--- config.mk ---
export PLATFORM = sky130hd
export DESIGN_NAME = hwswap_dma
export DESIGN_NICKNAME = d
export VERILOG_FILES = /design/src/rtl/hwswap_dma_pkg.sv /design/src/rtl/hwswap_dma_lane.sv /design/src/rtl/hwswap_dma_dp.sv /design/src/rtl/hwswap_dma_ctrl.sv /design/src/rtl/hwswap_dma.sv
export SDC_FILE = /design/constraint.sdc
export NUM_CORES = 1
export LEC_CHECK = 0
export ABC_AREA = 0
export BUFFER_PORTS_ARGS = -buffer_cell sky130_fd_sc_hd__buf_2
export CORE_UTILIZATION = 51
export CTS_CLUSTER_DIAMETER = 150
export DETAILED_ROUTE_END_ITERATION = 6
export PLACE_DENSITY = 0.91
export SETUP_SLACK_MARGIN = 0.2
export SYNTH_ARGS = -nofsm -noshare
export SYNTH_HDL_FRONTEND = slang
export SYNTH_HIERARCHICAL = 1
export SYNTH_SLANG_ARGS = --single-unit
--- constraint.sdc ---
create_clock -name clk -period 5.9 [get_ports clk]
set_input_delay 0.885 -clock clk [delete_from_list [all_inputs] [get_ports clk]]
set_output_delay 0.885 -clock clk [all_outputs]
set_load 0.1 [all_outputs]
--- src/rtl/hwswap_dma_pkg.sv ---
package hwswap_dma_pkg;

  localparam int HW_BYTES = 2;
  localparam int HW_BITS  = 8 * HW_BYTES;

  typedef enum logic [2:0] {
    S_IDLE,
    S_CMD,
    S_XFER,
    S_WACK,
    S_FIN
  } ctrlState_e;

  // strobes sent from control to datapath
  typedef struct packed {
    logic load;      // capture a new request
    logic cmdFire;   // burst command accepted by memory
    logic beatFire;  // one data beat moved
  } ctrlStrobe_t;

endpackage

--- src/rtl/hwswap_dma_lane.sv ---
module hwswap_dma_lane #(
  parameter int LANES = 2
) (
  input  logic                 swapOn,
  input  logic [8*LANES-1:0]   din,
  output logic [8*LANES-1:0]   dout
);

  logic [8*LANES-1:0] reversed;

  for (genvar i = 0; i < LANES; i++) begin : g_lane
    assign reversed[8*i +: 8] = din[8*(LANES-1-i) +: 8];
  end

  assign dout = swapOn ? reversed : din;

endmodule

--- src/rtl/hwswap_dma_dp.sv ---
module hwswap_dma_dp
  import hwswap_dma_pkg::*;
#(
  parameter int ADDR_W    = 32,
  parameter int LEN_W     = 16,
  parameter int MAX_CHUNK = 64
) (
  input  logic                 clk,
  input  logic                 rst_n,
  input  ctrlStrobe_t          strb,
  input  logic [ADDR_W-1:0]    cfgBase,
  input  logic [ADDR_W-1:0]    reqAddr,
  input  logic [LEN_W-1:0]     reqLen,
  input  logic                 reqWrite,
  input  logic                 reqNoSwap,
  input  logic [HW_BITS-1:0]   pInData,
  input  logic [HW_BITS-1:0]   memRdData,
  output logic [ADDR_W-1:0]    memCmdAddr,
  output logic [LEN_W-1:0]     memCmdLen,
  output logic                 isWrite,
  output logic [HW_BITS-1:0]   memWrData,
  output logic [HW_BITS-1:0]   pOutData,
  output logic                 reqLenZero,
  output logic                 remZero,
  output logic                 lastBeat,
  output logic                 swapOn
);

  localparam logic [LEN_W-1:0] CHUNK_MAX = LEN_W'(MAX_CHUNK);

  logic [ADDR_W-1:0] fullAddr;
  logic [ADDR_W-1:0] alignAddr;
  logic [LEN_W-1:0]  alignLen;
  logic [ADDR_W-1:0] curAddr;
  logic [LEN_W-1:0]  remLen;
  logic [LEN_W-1:0]  beatsLeft;
  logic [LEN_W-1:0]  chunkLen;
  logic [LEN_W-1:0]  chunkBeats;
  logic              chunkCap;

  // request geometry, aligned when swapping
  always_comb begin
    fullAddr  = reqAddr | cfgBase;
    alignAddr = fullAddr;
    alignLen  = reqLen;
    if (!reqNoSwap) begin
      alignAddr[0] = 1'b0;
      alignLen[0]  = 1'b0;
    end
  end

  assign reqLenZero = (alignLen == '0);

  // burst sizing: only swapped writes are bounded
  assign chunkCap   = swapOn && isWrite && (remLen > CHUNK_MAX);
  assign chunkLen   = chunkCap ? CHUNK_MAX : remLen;
  assign chunkBeats = (chunkLen >> 1) + {{(LEN_W-1){1'b0}}, chunkLen[0]};

  always_ff @(posedge clk) begin
    if (!rst_n) begin
      curAddr   <= '0;
      remLen    <= '0;
      beatsLeft <= '0;
      swapOn    <= 1'b0;
      isWrite   <= 1'b0;
    end else begin
      if (strb.load) begin
        curAddr <= alignAddr;
        remLen  <= alignLen;
        swapOn  <= !reqNoSwap;
        isWrite <= reqWrite;
      end else if (strb.cmdFire) begin
        curAddr   <= curAddr + ADDR_W'(chunkLen);
        remLen    <= remLen - chunkLen;
        beatsLeft <= chunkBeats;
      end else if (strb.beatFire) begin
        beatsLeft <= beatsLeft - 1'b1;
      end
    end
  end

  assign memCmdAddr = curAddr;
  assign memCmdLen  = chunkLen;
  assign remZero    = (remLen == '0);
  assign lastBeat   = (beatsLeft == LEN_W'(1));

  hwswap_dma_lane #(.LANES(HW_BYTES)) u_wrLane (
    .swapOn (swapOn),
    .din    (pInData),
    .dout   (memWrData)
  );

  hwswap_dma_lane #(.LANES(HW_BYTES)) u_rdLane (
    .swapOn (swapOn),
    .din    (memRdData),
    .dout   (pOutData)
  );

endmodule

--- src/rtl/hwswap_dma_ctrl.sv ---
module hwswap_dma_ctrl
  import hwswap_dma_pkg::*;
(
  input  logic         clk,
  input  logic         rst_n,
  input  logic         reqValid,
  output logic         reqReady,
  input  logic         reqLenZero,
  input  logic         remZero,
  input  logic         lastBeat,
  input  logic         isWrite,
  input  logic         pInValid,
  output logic         pInReady,
  output logic         pOutValid,
  input  logic         pOutReady,
  output logic         memCmdValid,
  input  logic         memCmdReady,
  output logic         memWrValid,
  input  logic         memWrReady,
  input  logic         memRdValid,
  output logic         memRdReady,
  input  logic         memAck,
  output logic         done,
  output ctrlStrobe_t  strb
);

  ctrlState_e st, nxt;

  always_ff @(posedge clk) begin
    if (!rst_n) st <= S_IDLE;
    else        st <= nxt;
  end

  always_comb begin
    nxt         = st;
    strb        = '0;
    reqReady    = 1'b0;
    memCmdValid = 1'b0;
    pInReady    = 1'b0;
    memWrValid  = 1'b0;
    memRdReady  = 1'b0;
    pOutValid   = 1'b0;
    done        = 1'b0;
    unique case (st)
      S_IDLE: begin
        reqReady = 1'b1;
        if (reqValid) begin
          strb.load = 1'b1;
          nxt = reqLenZero ? S_FIN : S_CMD;
        end
      end
      S_CMD: begin
        memCmdValid = 1'b1;
        if (memCmdReady) begin
          strb.cmdFire = 1'b1;
          nxt = S_XFER;
        end
      end
      S_XFER: begin
        if (isWrite) begin
          pInReady   = memWrReady;
          memWrValid = pInValid;
          if (pInValid && memWrReady) begin
            strb.beatFire = 1'b1;
            if (lastBeat) nxt = S_WACK;
          end
        end else begin
          memRdReady = pOutReady;
          pOutValid  = memRdValid;
          if (memRdValid && pOutReady) begin
            strb.beatFire = 1'b1;
            if (lastBeat) nxt = S_WACK;
          end
        end
      end
      S_WACK: begin
        if (memAck) nxt = remZero ? S_FIN : S_CMD;
      end
      S_FIN: begin
        done = 1'b1;
        nxt  = S_IDLE;
      end
      default: nxt = S_IDLE;
    endcase
  end

endmodule

--- src/rtl/hwswap_dma.sv ---
module hwswap_dma
  import hwswap_dma_pkg::*;
#(
  parameter int ADDR_W    = 32,
  parameter int LEN_W     = 16,
  parameter int MAX_CHUNK = 64
) (
  input  logic              clk,
  input  logic              rst_n,
  input  logic [ADDR_W-1:0] cfgBase,
  input  logic              reqValid,
  output logic              reqReady,
  input  logic [ADDR_W-1:0] reqAddr,
  input  logic [LEN_W-1:0]  reqLen,
  input  logic              reqWrite,
  input  logic              reqNoSwap,
  input  logic              pInValid,
  output logic              pInReady,
  input  logic [15:0]       pInData,
  output logic              pOutValid,
  input  logic              pOutReady,
  output logic [15:0]       pOutData,
  output logic              memCmdValid,
  input  logic              memCmdReady,
  output logic [ADDR_W-1:0] memCmdAddr,
  output logic [LEN_W-1:0]  memCmdLen,
  output logic              memCmdWrite,
  output logic              memWrValid,
  input  logic              memWrReady,
  output logic [15:0]       memWrData,
  input  logic              memRdValid,
  output logic              memRdReady,
  input  logic [15:0]       memRdData,
  input  logic              memAck,
  output logic              done
);

  ctrlStrobe_t strb;
  logic        reqLenZero;
  logic        remZero;
  logic        lastBeat;
  logic        swapOn;

  hwswap_dma_dp #(
    .ADDR_W    (ADDR_W),
    .LEN_W     (LEN_W),
    .MAX_CHUNK (MAX_CHUNK)
  ) u_dp (
    .clk        (clk),
    .rst_n      (rst_n),
    .strb       (strb),
    .cfgBase    (cfgBase),
    .reqAddr    (reqAddr),
    .reqLen     (reqLen),
    .reqWrite   (reqWrite),
    .reqNoSwap  (reqNoSwap),
    .pInData    (pInData),
    .memRdData  (memRdData),
    .memCmdAddr (memCmdAddr),
    .memCmdLen  (memCmdLen),
    .isWrite    (memCmdWrite),
    .memWrData  (memWrData),
    .pOutData   (pOutData),
    .reqLenZero (reqLenZero),
    .remZero    (remZero),
    .lastBeat   (lastBeat),
    .swapOn     (swapOn)
  );

  hwswap_dma_ctrl u_ctrl (
    .clk         (clk),
    .rst_n       (rst_n),
    .reqValid    (reqValid),
    .reqReady    (reqReady),
    .reqLenZero  (reqLenZero),
    .remZero     (remZero),
    .lastBeat    (lastBeat),
    .isWrite     (memCmdWrite),
    .pInValid    (pInValid),
    .pInReady    (pInReady),
    .pOutValid   (pOutValid),
    .pOutReady   (pOutReady),
    .memCmdValid (memCmdValid),
    .memCmdReady (memCmdReady),
    .memWrValid  (memWrValid),
    .memWrReady  (memWrReady),
    .memRdValid  (memRdValid),
    .memRdReady  (memRdReady),
    .memAck      (memAck),
    .done        (done),
    .strb        (strb)
  );

endmodule

==> results of run 1 <==
==> layout by cell type (no fill, tap or decap), types with 23 or more instances in the layout <==
| cell | n |
|---|---|
| sky130_fd_sc_hd__buf_2 | 210 |
| sky130_fd_sc_hd__a21oi_1 | 73 |
| sky130_fd_sc_hd__nand2_1 | 71 |
| sky130_fd_sc_hd__dfxtp_1 | 68 |
| sky130_fd_sc_hd__o21ai_0 | 49 |
| sky130_fd_sc_hd__nor2_1 | 41 |
| sky130_fd_sc_hd__nand3_1 | 31 |
| sky130_fd_sc_hd__xnor2_1 | 30 |
| sky130_fd_sc_hd__nor3_1 | 24 |
| sky130_fd_sc_hd__o31ai_1 | 23 |
==> cell type report <==
cell class              instances  area, µm²  area share
multi-input cells             608       4080       0.577
flip-flops and latches         69       1380       0.195
repair buffers                217       1120       0.158
clock buffers                  13        260      0.0368
well taps                     140        175      0.0248
inverters                      14       52.6     0.00743
clock inverters                 1       7.51     0.00106
==> tightest hold or removal path: cells and delay by family (launching register included) <==
family,cells,cell delay (ns)
flip-flops,1,0.34
AO/OA/AOI/OAI,1,0.06
AND/OR/NAND/NOR,1,0.07
==> synthesized netlist by cell type (7+ instances only) <==
master / number
sky130_fd_sc_hd__nand2_1: 71
sky130_fd_sc_hd__nand2b_1: 7
sky130_fd_sc_hd__inv_1: 13
sky130_fd_sc_hd__or3_1: 8
sky130_fd_sc_hd__nor2_1: 41
sky130_fd_sc_hd__xnor2_1: 30
sky130_fd_sc_hd__o211a_1: 7
sky130_fd_sc_hd__nor2b_1: 7
sky130_fd_sc_hd__xor2_1: 14
sky130_fd_sc_hd__a21oi_1: 73
sky130_fd_sc_hd__nor3b_1: 9
sky130_fd_sc_hd__nor3_1: 25
sky130_fd_sc_hd__mux2_2: 12
sky130_fd_sc_hd__and3_1: 14
sky130_fd_sc_hd__nand4_1: 9
sky130_fd_sc_hd__nand3_1: 31
sky130_fd_sc_hd__o31ai_1: 23
sky130_fd_sc_hd__o21a_1: 7
sky130_fd_sc_hd__mux2i_1: 9
sky130_fd_sc_hd__and2_1: 19
sky130_fd_sc_hd__ha_1: 20
sky130_fd_sc_hd__clkbuf_1: 43
sky130_fd_sc_hd__dfxtp_1: 69
sky130_fd_sc_hd__o21ai_0: 49
sky130_fd_sc_hd__mux2_4: 20
sky130_fd_sc_hd__nor4_1: 10
sky130_fd_sc_hd__a211oi_1: 10
==> stage by stage <==
stage | cells | worst slack [ns] | hold WS, ns | cell area (µm²) | util
floorplan | 748 | 0.670 | 0.472 | 5790 | -
global placement | 1048 | 1.56 | 0.504 | 6810 | 0.622
detailed placement | 1048 | 1.48 | 0.517 | 6810 | 0.622
CTS | 1062 | 1.40 | 0.524 | 7070 | 0.647
global route | 1062 | 0.997 | 0.548 | 7070 | 0.647
finish | 1062 | 1.22 | 0.521 | 7070 | 0.647
==> power breakdown <==
group | internal, mW | total [mW] | switching (mW) | leakage, nW
Combinational | 0.445 | 1.67 | 1.23 | 2.41
Sequential | 0.549 | 0.660 | 0.111 | 0.569
Clock | 0.303 | 0.506 | 0.203 | 0.128
==> cell families after synthesis <==
family | share of synthesized area
simple gates | 0.246
mux | 0.0908
flops | 0.239
buf+inv | 0.0571
compound gates | 0.256
other cells | 0.000648
fa+ha+maj | 0.0450
xor+xnor | 0.0666
==> worst min path at each step <==
stage                      startpoint                end  slack, ns
finish              u_dp/beatsLeft[4]  u_dp/beatsLeft[4]       0.52
global route          u_dp/remLen[11]    u_dp/remLen[11]       0.55
detailed placement  u_dp/beatsLeft[4]  u_dp/beatsLeft[4]       0.52
CTS                 u_dp/beatsLeft[4]  u_dp/beatsLeft[4]       0.52
floorplan             u_dp/remLen[10]    u_dp/remLen[10]       0.47
global placement    u_dp/beatsLeft[4]  u_dp/beatsLeft[4]       0.50
==> per-layer routing <==
metal	share of wire	vias up	global-route usage
met2	0.48	385	0.519
met3	0.097	60	0.0699
met1	0.39	3093	0.389
li1	-	3112	-
met5	0	-	0
met4	0.031	0	0.138
==> registers in the layout, summed over array words and instances, names as in the netlist <==
signal           count
u_dp/isWrite         1
u_dp/remLen         16
u_dp/beatsLeft      16
u_dp/memCmdAddr     32
u_ctrl/st            3
u_dp/swapOn          1
==> impl_metrics.json, run 1 <==
{
  "crit_path_cell_chain": "or4_1 > nor2_1 > a21o_1 > and2_1 > ha_1 > a211oi_1 > o21ai_0 > a21oi_1 > nor3_1 > a2111oi_0 > a21oi_1 > xnor2_1 > o21ai_0",
  "cts.sinks": 69,
  "period_needed_ns": 4.68,
  "core.rowCount": 38,
  "synth_top_cells_by_area": "sky130_fd_sc_hd__dfxtp_1 (24%), sky130_fd_sc_hd__a21oi_1 (6.3%), sky130_fd_sc_hd__mux2_4 (5.2%)",
  "clock_insertion_delay_worst_skew_ns": 0.34,
  "critical_path.max_stage_delay_ns": 0.86,
  "postSynthRegisterBits": 69,
  "cts_tree": "done",
  "dr.pass1.iters": 6,
  "grt_antenna_before_repair": 0,
  "routability_congestion_estimate_from_global_placement": 0.988,
  "place.detailed.hpwl_um": 13500,
  "routed-via-count": 6650,
  "grt.overflow.total": 0,
  "r2r_setup_slack_ns": 1.22,
  "number_of_top_level_pins": 211,
  "tightest_pin_transition_ns": 1.09,
  "grt_pass1_wl_um": 29200,
  "netlist.area_leader.share": 0.239,
  "critPathKind": "flip-flop to flip-flop",
  "tns_ns": 0,
  "power.ir.vdd_worst_mv": 0.283,
  "die_width_um": 109,
  "initial_core_util": 0.529,
  "hold_violations": 0,
  "timing_max_transition_violations_final": 0,
  "crit-reg2reg-launch": "u_dp/remLen[9]",
  "num-fill-cells": 947,
  "wl_per_cell_um": 17.4,
  "status": "complete, no violations",
  "setup.worst_path.start_class": "flip-flop",
  "critical_path.startpoint": "u_dp/remLen[9]",
  "required_ns": 6.10,
  "worstPathArrival_ns": 4.89,
  "area.growth.synth_to_final_pct": 22.2,
  "detail-route-antenna-nets": 0,
  "grt_start_max_net_pins": 71,
  "dominantRegCellSynth": "sky130_fd_sc_hd__dfxtp_1",
  "cts-hold-fix-buffers": 0,
  "synthesis.area_um2": 5790,
  "via_density_per_instance": 6.26,
  "cts-root-to-sink-buffers": 2,
  "numPortBuffers": 210,
  "finish.net_count": 1062,
  "power_density_nw_per_um2": 401,
  "initialDrtViolationCount": 752,
  "floorplan.die_area_um2": 11800,
  "endpoint": "u_dp/memCmdAddr[12]",
  "post_route_cells_drive_above_1_share": 0.300,
  "critical_path.endpoint_type": "flip-flop",
  "rsz0062_at_grt": "no",
  "postSynth.asyncResetShare": 0,
  "detail_route.wirelength_um": 18500,
  "power.leakage_nw": 3.10,
  "timing.hold.worst_path_depth": 2,
  "path_clk_slew_ns": 0.06,
  "numCtsBuffers": 9,
  "maxCapViolations": 0,
  "critPathSlowestCell": "sky130_fd_sc_hd__a2111oi_0",
  "cp.depth": 13,
  "critical_path_peak_fanout": 19,
  "yosysWarningCount": 6,
  "totalPowerFinal_mw": 2.84,
  "grt_pass1_vias": 5962,
  "cts.repair_timing.setup_buffer_count": 0,
  "postSynthCellCount": 748,
  "core_area_um2": 10900,
  "syn-num-nets": 891,
  "floorplan.die.height_um": 109,
  "crit_family": "compound AO/OA/AOI/OAI gates",
  "post-route-period-util": 0.794,
  "grt_total_usage": 0.314,
  "slew_headroom": 0.271,
  "critical_path.n_buffers_inverters": 0,
  "achievable-frequency_mhz": 213,
  "synth_top_area_cell": "sky130_fd_sc_hd__dfxtp_1",
  "root_buffer": "sky130_fd_sc_hd__clkbuf_16",
  "reg2regPathDepth": 13,
  "post_cts.resized_instances": 0,
  "holdCritPathClass": "flip-flop to flip-flop",
  "yosysSeqAreaShare": 0.239,
  "synth-edff-count": 0,
  "yosysUniqueCellTypes": 71,
  "number_of_antenna_repair_diodes": 0,
  "worst_clk_skew_ns": 0.00742,
  "cts-htree-levels": 3,
  "timing.rr.end": "u_dp/memCmdAddr[12]",
  "route.detailed.drc": 0,
  "setup_viol": 0,
  "avgSynthCellArea_um2": 7.74
}
Power figures use the tool's default switching activity.
==> run 2, diff against run 1 <==
--- a/config.mk
+++ b/config.mk
@@ -7,10 +7,10 @@
 export LEC_CHECK = 0
 export ABC_AREA = 0
 export BUFFER_PORTS_ARGS = -buffer_cell sky130_fd_sc_hd__buf_2
-export CORE_UTILIZATION = 51
+export CORE_UTILIZATION = 46
 export CTS_CLUSTER_DIAMETER = 150
 export DETAILED_ROUTE_END_ITERATION = 6
-export PLACE_DENSITY = 0.91
+export PLACE_DENSITY = 0.87
 export SETUP_SLACK_MARGIN = 0.2
 export SYNTH_ARGS = -nofsm -noshare
 export SYNTH_HDL_FRONTEND = slang
==> constraint.sdc (replaced) <==
create_clock -name clk -period 3.95 [get_ports clk]
set_input_delay 0.5925 -clock clk [delete_from_list [all_inputs] [get_ports clk]]
set_output_delay 0.5925 -clock clk [all_outputs]
set_load 0.1 [all_outputs]
==> run 2 against run 1 <==
  * Maximum frequency is 28% higher
  * Count of clock-buffer cells in the layout decreased by 3
  * Critical endpoint is now u_dp/memCmdAddr[15]
  * Register-to-register slack lost 0.92 ns
  * Highest routed layer unchanged
==> impl_metrics.json, run 2 (synthesis results as in run 1) <==
{
  "num-fill-cells": 1082,
  "critical_path_peak_fanout": 7,
  "number_of_antenna_repair_diodes": 0,
  "power_density_nw_per_um2": 585,
  "worst_clk_skew_ns": 0.00990,
  "crit-reg2reg-launch": "u_dp/remLen[0]",
  "grt_total_usage": 0.289,
  "maxCapViolations": 0,
  "r2r_setup_slack_ns": 0.30,
  "timing.rr.end": "u_dp/memCmdAddr[15]",
  "required_ns": 4.15,
  "finish.net_count": 1086,
  "tns_ns": 0,
  "cts_tree": "done",
  "floorplan.die_area_um2": 13000,
  "worst_hold_startpoint": "reqAddr[6]",
  "critPathKind": "flip-flop to flip-flop",
  "floorplan.die.height_um": 114,
  "area.growth.synth_to_final_pct": 29.6,
  "root_buffer": "sky130_fd_sc_hd__clkbuf_16",
  "grt_pass1_wl_um": 30200,
  "routed-via-count": 6582,
  "grt_pass1_vias": 6020,
  "number_of_top_level_pins": 211,
  "power.ir.vdd_worst_mv": 0.296,
  "post-route-period-util": 0.925,
  "achievable-frequency_mhz": 274,
  "place.detailed.hpwl_um": 14500,
  "core.rowCount": 40,
  "detail_route.wirelength_um": 19300,
  "timing_max_transition_violations_final": 0,
  "power.leakage_nw": 3.24,
  "cts-hold-fix-buffers": 0,
  "post_route_cells_drive_above_1_share": 0.361,
  "path_clk_slew_ns": 0.06,
  "grt_start_max_net_pins": 66,
  "layout_common_cells": "sky130_fd_sc_hd__buf_2 (210), sky130_fd_sc_hd__nand2_1 (71), sky130_fd_sc_hd__a21oi_1 (70)",
  "initial_core_util": 0.476,
  "dr.pass1.iters": 6,
  "hold_violations": 0,
  "critical_path.endpoint_type": "flip-flop",
  "routability_congestion_estimate_from_global_placement": 0.986,
  "setup.worst_path.start_class": "flip-flop",
  "tightest_pin_transition_ns": 0.839,
  "numPortBuffers": 210,
  "register_area_um2": 1390,
  "rsz0062_at_grt": "yes",
  "most_common_cell_after_layout_fill_and_taps_aside": "sky130_fd_sc_hd__buf_2",
  "slew_headroom": 0.441,
  "via_density_per_instance": 5.90,
  "largest_register_ffs": 32,
  "cts-htree-levels": 3,
  "cts.sinks": 69,
  "totalPowerFinal_mw": 4.39,
  "reg2regPathDepth": 12,
  "period_needed_ns": 3.65,
  "area_of_the_multi_input_gates_um2": 4280,
  "die_width_um": 114,
  "grt.overflow.total": 0,
  "worstPathArrival_ns": 3.85,
  "holdCritPathClass": "primary input to flip-flop",
  "timing.hold.worst_path_depth": 2,
  "wl_per_cell_um": 17.3,
  "grt_antenna_before_repair": 0,
  "setup_viol": 0,
  "layout.cells.non_filler": 1116,
  "numPlacedInstances": 1096,
  "route.detailed.drc": 0,
  "detail-route-antenna-nets": 0,
  "cts-root-to-sink-buffers": 2,
  "min_delay_worst_endpoint": "u_dp/memCmdAddr[6]",
  "core_area_um2": 12200,
  "status": "complete, no violations",
  "clock_insertion_delay_worst_skew_ns": 0.34,
  "numCtsBuffers": 9,
  "initialDrtViolationCount": 648
}
[run 2: area by class of cell]
cell class,count,area share
sequential,69,0.185
inverter,14,0.00851
clock inverter,6,0.00517
tap,168,0.0280
clock buffer,10,0.0319
timing repair buffer,240,0.170
multi-input combinational,609,0.571
[run 2: per-layer routing]
metal / track usage / vias up / wire, µm
met3: 0.0450 / 42 / 1280
met4: 0.106 / 0 / 420
met1: 0.368 / 3081 / 8210
met2: 0.491 / 297 / 9440
li1: - / 3162 / -
met5: 0 / - / 0
[run 2: through the flow]
step                utilization  cell area, µm²  hold slack (ns)  setup WS, ns
finish                    0.617            7500            0.484         0.296
global route              0.617            7500            0.486         0.180
CTS                       0.610            7420            0.478         0.279
detailed placement        0.587            7130            0.510         0.197
global placement          0.587            7130            0.506         0.298
floorplan                     -            5950            0.477        0.0599
[run 2: worst max-delay path, stage by stage, from the launching register on]
cell and delay, ns:
sky130_fd_sc_hd__dfxtp_1 0.40, sky130_fd_sc_hd__nor4_4 0.37, sky130_fd_sc_hd__a21o_1 0.31, sky130_fd_sc_hd__a21o_4 0.19, sky130_fd_sc_hd__and2_2 0.21, sky130_fd_sc_hd__ha_1 0.32, sky130_fd_sc_hd__o21ai_0 0.26, sky130_fd_sc_hd__a21oi_1 0.10
sky130_fd_sc_hd__a2111oi_0 0.47, sky130_fd_sc_hd__o21ai_0 0.28, sky130_fd_sc_hd__o41ai_2 0.32, sky130_fd_sc_hd__xnor2_1 0.19, sky130_fd_sc_hd__a21oi_1 0.09
[run 2: how the worst max path moves through the flow]
| stage | slack (ns) | depth (start not counted) | from | endpoint |
|---|---|---|---|---|
| after floorplan | 0.06 | 15 | u_dp/remLen[13] | u_dp/memCmdAddr[20] |
| final | 0.30 | 12 | u_dp/remLen[0] | u_dp/memCmdAddr[15] |
| after detailed placement | 0.20 | 13 | u_dp/remLen[0] | u_dp/memCmdAddr[18] |
| after global placement | 0.30 | 13 | u_dp/remLen[8] | u_dp/memCmdAddr[15] |
| after global routing | 0.18 | 15 | u_dp/remLen[0] | u_dp/memCmdAddr[8] |
| after CTS | 0.28 | 12 | u_dp/remLen[13] | u_dp/memCmdAddr[15] |
[run 2: report_power, final]
part | switching, mW | internal [mW]
registers | 0.153 | 0.820
clock network | 0.319 | 0.440
logic | 1.90 | 0.758
total | 2.37 | 2.02
[run 2: what timing repair did]
action	CTS	global route
pin swaps	0	6
resized for setup	2	11
cloned	0	1
setup endpoints to repair	7	18
setup buffers	0	3
